### src/rtl/wdg_pkg.sv
package wdg_pkg;
  localparam int REG_W   = 8;
  localparam int PS_W    = 3;
  localparam int TOE_BIT = 4;
  localparam int EN_BIT  = 3;

  typedef struct packed {
    logic            toe;
    logic            en;
    logic [PS_W-1:0] ps;
  } wdg_cfg_t;
endpackage

### src/rtl/wdg_tick_sync.sv
module wdg_tick_sync #(
  parameter int SYNC_STAGES = 2
) (
  input  logic clk_i,
  input  logic rst_ni,
  input  logic tick_i,
  output logic tick_pulse_o
);
  // sync chain plus one edge-detect stage
  logic [SYNC_STAGES:0] sh_q;

  always_ff @(posedge clk_i or negedge rst_ni) begin
    if (!rst_ni) sh_q <= '0;
    else         sh_q <= {sh_q[SYNC_STAGES-1:0], tick_i};
  end

  assign tick_pulse_o = sh_q[SYNC_STAGES-1] & ~sh_q[SYNC_STAGES];
endmodule

### src/rtl/wdg_ctrl.sv
module wdg_ctrl
  import wdg_pkg::*;
#(
  parameter  int TOE_HOLD = 4,
  localparam int AGE_W    = (TOE_HOLD > 1) ? $clog2(TOE_HOLD) : 1
) (
  input  logic          clk_i,
  input  logic          rst_ni,
  input  logic          we_i,
  input  logic [4:0]    wdata_i,
  output wdg_cfg_t      cfg_o
);
  wdg_cfg_t         cfg_q;
  logic [AGE_W-1:0] age_q;
  logic             arm;

  assign arm = we_i & wdata_i[TOE_BIT] & wdata_i[EN_BIT];

  always_ff @(posedge clk_i or negedge rst_ni) begin
    if (!rst_ni) begin
      cfg_q <= '0;
      age_q <= '0;
    end else begin
      if (we_i) begin
        cfg_q.ps <= wdata_i[PS_W-1:0];
        if (wdata_i[EN_BIT])  cfg_q.en <= 1'b1;
        else if (cfg_q.toe)   cfg_q.en <= 1'b0;  // protected clear
      end
      if (arm) begin
        cfg_q.toe <= 1'b1;
        age_q     <= '0;
      end else if (cfg_q.toe) begin
        if (age_q == AGE_W'(TOE_HOLD - 1)) cfg_q.toe <= 1'b0;
        else                               age_q     <= age_q + 1'b1;
      end
    end
  end

  assign cfg_o = cfg_q;
endmodule

### src/rtl/wdg_counter.sv
module wdg_counter #(
  parameter  int BASE_LOG2 = 14,
  parameter  int PS_W      = 3,
  localparam int NUM_CODES = 1 << PS_W,
  localparam int CNT_W     = BASE_LOG2 + NUM_CODES
) (
  input  logic            clk_i,
  input  logic            rst_ni,
  input  logic            en_i,
  input  logic [PS_W-1:0] ps_i,
  input  logic            kick_i,
  input  logic            tick_i,
  output logic            req_o
);
  logic [CNT_W-1:0] lim_tab [NUM_CODES];
  logic [CNT_W-1:0] cnt_q;
  logic             expire;
  logic             req_q;

  for (genvar g = 0; g < NUM_CODES; g++) begin : g_lim
    assign lim_tab[g] = CNT_W'(1) << (BASE_LOG2 + g);
  end

  // >= so a lowered limit fires at once
  assign expire = en_i & (cnt_q >= lim_tab[ps_i]);

  always_ff @(posedge clk_i or negedge rst_ni) begin
    if (!rst_ni) begin
      cnt_q <= '0;
      req_q <= 1'b0;
    end else begin
      req_q <= expire & ~kick_i;
      if (!en_i || kick_i || expire) cnt_q <= '0;
      else if (tick_i)               cnt_q <= cnt_q + 1'b1;
    end
  end

  assign req_o = req_q;
endmodule

### src/rtl/wdg_top.sv
module wdg_top
  import wdg_pkg::*;
#(
  parameter int BASE_LOG2   = 14,
  parameter int TOE_HOLD    = 4,
  parameter int SYNC_STAGES = 2
) (
  input  logic             clk_i,
  input  logic             rst_ni,
  input  logic             wdg_tick_i,
  input  logic             kick_i,
  input  logic             cfg_we_i,
  input  logic [REG_W-1:0] cfg_wdata_i,
  output logic [REG_W-1:0] cfg_rdata_o,
  output logic             sys_rst_req_o
);
  wdg_cfg_t cfg;
  logic     tick_pulse;
  logic     unused_wdata;

  assign unused_wdata = ^cfg_wdata_i[REG_W-1:TOE_BIT+1];

  wdg_tick_sync #(.SYNC_STAGES(SYNC_STAGES)) u_sync (
    .clk_i       (clk_i),
    .rst_ni      (rst_ni),
    .tick_i      (wdg_tick_i),
    .tick_pulse_o(tick_pulse)
  );

  wdg_ctrl #(.TOE_HOLD(TOE_HOLD)) u_ctrl (
    .clk_i  (clk_i),
    .rst_ni (rst_ni),
    .we_i   (cfg_we_i),
    .wdata_i(cfg_wdata_i[TOE_BIT:0]),
    .cfg_o  (cfg)
  );

  wdg_counter #(.BASE_LOG2(BASE_LOG2), .PS_W(PS_W)) u_cnt (
    .clk_i (clk_i),
    .rst_ni(rst_ni),
    .en_i  (cfg.en),
    .ps_i  (cfg.ps),
    .kick_i(kick_i),
    .tick_i(tick_pulse),
    .req_o (sys_rst_req_o)
  );

  always_comb begin
    cfg_rdata_o              = '0;
    cfg_rdata_o[PS_W-1:0]    = cfg.ps;
    cfg_rdata_o[EN_BIT]      = cfg.en;
    cfg_rdata_o[TOE_BIT]     = cfg.toe;
  end
endmodule

### config.mk
export PLATFORM = sky130hd
export DESIGN_NAME = wdg_top
export DESIGN_NICKNAME = d
export VERILOG_FILES = /design/src/rtl/wdg_pkg.sv /design/src/rtl/wdg_tick_sync.sv /design/src/rtl/wdg_ctrl.sv /design/src/rtl/wdg_counter.sv /design/src/rtl/wdg_top.sv
export SDC_FILE = /design/constraint.sdc
export NUM_CORES = 1
export LEC_CHECK = 0
export ABC_AREA = 1
export BUFFER_PORTS_ARGS = -buffer_cell sky130_fd_sc_hd__buf_4
export CAP_MARGIN = 20
export CORE_MARGIN = 4
export CORE_UTILIZATION = 50
export CTS_BUF_LIST = sky130_fd_sc_hd__clkbuf_4 sky130_fd_sc_hd__clkbuf_8
export CTS_CLUSTER_SIZE = 10
export DETAILED_ROUTE_END_ITERATION = 10
export GPL_ROUTABILITY_DRIVEN = 0
export PLACE_DENSITY_LB_ADDON = 0.15
export SLEW_MARGIN = 5
export SYNTH_ARGS = -nofsm -noshare
export SYNTH_HDL_FRONTEND = slang
export SYNTH_SLANG_ARGS = --single-unit
export TNS_END_PERCENT = 5
### constraint.sdc
create_clock -name clk_i -period 1.8 [get_ports clk_i]
set_input_delay 0.27 -clock clk_i [delete_from_list [all_inputs] [get_ports clk_i]]
set_output_delay 0.27 -clock clk_i [all_outputs]
set_load 0.1 [all_outputs]
==> results.cfg <==
[setup_path]
crit_chain = nor3_4 -> ha_1 -> nand2_1 -> inv_1 -> nand2_1 -> nor2_1 -> nand3_1 -> nand3_2 -> nor2_4 -> inv_4 -> clkbuf_16 -> nor2_1
cp_top_family = simple AND/OR/NAND/NOR gates
r2r-start = u_ctrl.cfg_o[2]$_DFFE_PN0P_
r2r_setup_slack_ns = -0.08
worst-path-stages = 12
setup.worst_path.start_class = flip-flop
crit_slowest_cell = dfrtp_4
cp_num_buf_inv = 3
ff2ff_path_depth = 12
critPathKind = reg2reg
path_max_fanout = 8
cp_data_required_time_ns = 2.02
r2r_end = u_cnt.cnt_q[5]$_DFFE_PN0P_
critPathMaxStageDelay_ns = 0.55
cp-end-kind = flip-flop
cp_data_arrival_time_ns = 2.10

[clocking]
cts_num_sinks = 33
numCtsBuffers = 5
htreeDepth = 2
cts_tree = built
cts_root_buffer = clkbuf_8
clkTransAtPathRegs_ns = 0.07
clock_latency_ns = 0.29
clock_path_buffers = 2

[placed_design]
portBuffers = 15
dp_cells = 320
dp.final_hpwl_mm = 2.78
pre_cts_ws_ns = -0.103
dpl_cell_area_um2 = 2290

[sta]
setup_slack_ns = -0.0751
setup_viol = 23
post-route-min-period_ns = 1.88
hold_viol = 0
slew_violations = 0
max_freq_mhz = 533
rsz0062_at_grt = true
holdWs_ns = 0.0864
fin_skew_ns = 0.00401
post-route-period-util_pct = 104

[floorplan]
rows = 22
io_pins = 22
dieArea_um2 = 5090
die_w_um = 71.4
initial_utilization_pct = 53.3
fp.dieH_um = 71.4
design.core.area_um2 = 3770

[global_routing]
grt_overflow = 0
antenna_found_initial = 0
grt_pass1_vias = 1433
grtUsageTotal_pct = 16.2
grt_pass1_wl_mm = 6.51
grt_max_degree = 34

[synthesis]
syn-cell-area_um2 = 2010
synth_area_leaders = dfrtp_1 41%, nand2_1 9.2%, nor2_1 8.0%, ha_1 6.9%, inv_1 6.5%
synth_edf_count = 0
synth_cell_types = 27
synthArstFlopShare_pct = 100
synth_top_area_share_pct = 41.1
synth.most_common_cell = nand2_1
netlist_instances = 255
seq_area_frac_synth_pct = 41.1
synth_top_flop_cell = dfrtp_1
yosys_warnings = 0
synth_top_area_cell = dfrtp_1
yosys-top-cells-count = 49 x nand2_1, 43 x nor2_1, 35 x inv_1
syn-mean-instance-area_um2 = 7.88
synth.ff_latch_count = 33

[drt]
drt-total-wl_mm = 4.13
antenna_left = 0
wl_per_cell_um = 12.3
vias = 1664
drc_errors = 0
avgViaCountPerCell = 4.97
drt_iter0_drc = 131
dr.pass1.iters = 4

[run_status]
violations = setup timing
run_status = complete, but fails checks

[cells_and_area]
nNetsFinal = 310
stdcell_count = 335
antenna_cells = 0
utilization_pct = 68.5
final_layout_size_suffix_gt1_share_pct = 28.6
area.growth.synth_to_final_pct = 28.7
final_area_um2 = 2580

[power]
switching_share_pct = 34.6
ir_drop_uv = 680
pwr_density_cell_nw_per_um2 = 886
clkPwrFrac_pct = 31.9
power.switching_w = 0.000792
p_int_w = 0.00150
comb_power_share_pct = 30.7
power_frac_seq_pct = 37.4
power.leakage_nw = 1.15

[min_path]
min_path_type = in2reg
hp-start = wdg_tick_i
worstHoldPathCells = 1
worstHoldEndpoint = u_sync.sh_q[0]$_DFF_PN0_

[run]
cap_violations = 0
==> placed cells by master, fill, tap and decap left out, types with 7 or more instances in the layout <==
cell type / n
buf_4: 26
dfrtp_1: 30
inv_1: 31
nand2_1: 48
nand3_1: 12
nand4_1: 8
nor2_1: 37
nor2_2: 10
o21ai_0: 7
xor2_1: 9
==> kinds of logic after synthesis <==
| logic type | share of synthesized area, % |
|---|---|
| and+or+nand+nor | 32.8 |
| buffers and inverters | 9.59 |
| DFF | 41.1 |
| AOI/OAI and AO/OA | 4.17 |
| xor gates and xnor gates | 5.23 |
| adders and majority gates | 6.85 |
| other | 0.187 |
==> power by group through the flow <==
stage	registers (W)	logic [W]	clock network, W
global route	0.000865	0.000756	0.000792
finish	0.000857	0.000703	0.000730
detailed placement	0.000866	0.000635	0
CTS	0.000853	0.000644	0.000750
floorplan	0.00102	0.000330	0
global placement	0.000867	0.000628	0
==> worst max path at each step <==
| stage | start | endpoint | slack [ns] |
|---|---|---|---|
| final | u_ctrl.cfg_o[2]$_DFFE_PN0P_ | u_cnt.cnt_q[5]$_DFFE_PN0P_ | -0.08 |
| after global placement | u_ctrl.cfg_o[2]$_DFFE_PN0P_ | u_cnt.cnt_q[18]$_DFFE_PN0P_ | -0.05 |
| after global routing | u_ctrl.cfg_o[0]$_DFFE_PN0P_ | u_cnt.cnt_q[20]$_DFFE_PN0P_ | -0.19 |
| after floorplan | u_ctrl.cfg_o[0]$_DFFE_PN0P_ | u_cnt.cnt_q[8]$_DFFE_PN0P_ | -0.08 |
| after detailed placement | u_ctrl.cfg_o[2]$_DFFE_PN0P_ | u_cnt.cnt_q[6]$_DFFE_PN0P_ | -0.10 |
| after CTS | u_ctrl.cfg_o[2]$_DFFE_PN0P_ | u_cnt.cnt_q[18]$_DFFE_PN0P_ | -0.10 |
==> what timing repair did <==
item / 4_1_cts / 5_1_grt
endpoints found under the hold margin: 33 / 0
resized for setup: 1 / 19
endpoints found under the setup margin: 22 / 23
cloned: 0 / 1
hold buffers: 1 / 0
pin swaps: 1 / 7
buffers inserted: 1 / 4
==> routing by layer <==
metal	track usage (%)	vias to the layer above	part of all wire, %
met2	24.9	31	48
met3	3.37	8	4.4
li1	-	862	-
met4	6.89	0	1.9
met1	22.0	763	46
met5	0	-	0
==> area by class of cell <==
cell class | instances | area [µm²]
Clock buffer | 7 | 90.1
Tap cell | 48 | 60.1
Clock inverter | 1 | 30.0
Timing Repair Buffer | 30 | 262
Sequential cell | 33 | 837
Inverter | 35 | 146
Fill cell | 302 | 1190
Multi-Input combinational cell | 181 | 1160
==> state kept, by name (all words and copies together), names as in the netlist <==
signal        flops
u_cnt.cnt_q      22
u_cnt.req_o       1
u_ctrl.age_q      2
u_ctrl.cfg_o      5
u_sync.sh_q       3
==> metrics by stage <==
stage / setup TNS (ns) / total power [W]
after floorplan: -1.67 / 0.00135
after global placement: -0.986 / 0.00149
after detailed placement: -1.72 / 0.00150
after CTS: -1.82 / 0.00225
after global routing: -3.79 / 0.00241
final: -1.32 / 0.00229
==> worst register-to-register path, cell delays in order, from the launching register on <==
cell and delay [ns]:
dfrtp_4 0.55, nor3_4 0.22, ha_1 0.25, nand2_1 0.06, inv_1 0.03, nand2_1 0.05
nor2_1 0.04, nand3_1 0.09, nand3_2 0.10, nor2_4 0.13, inv_4 0.06, clkbuf_16 0.16
nor2_1 0.08
Note: power is estimated with default switching activity, not from simulation.
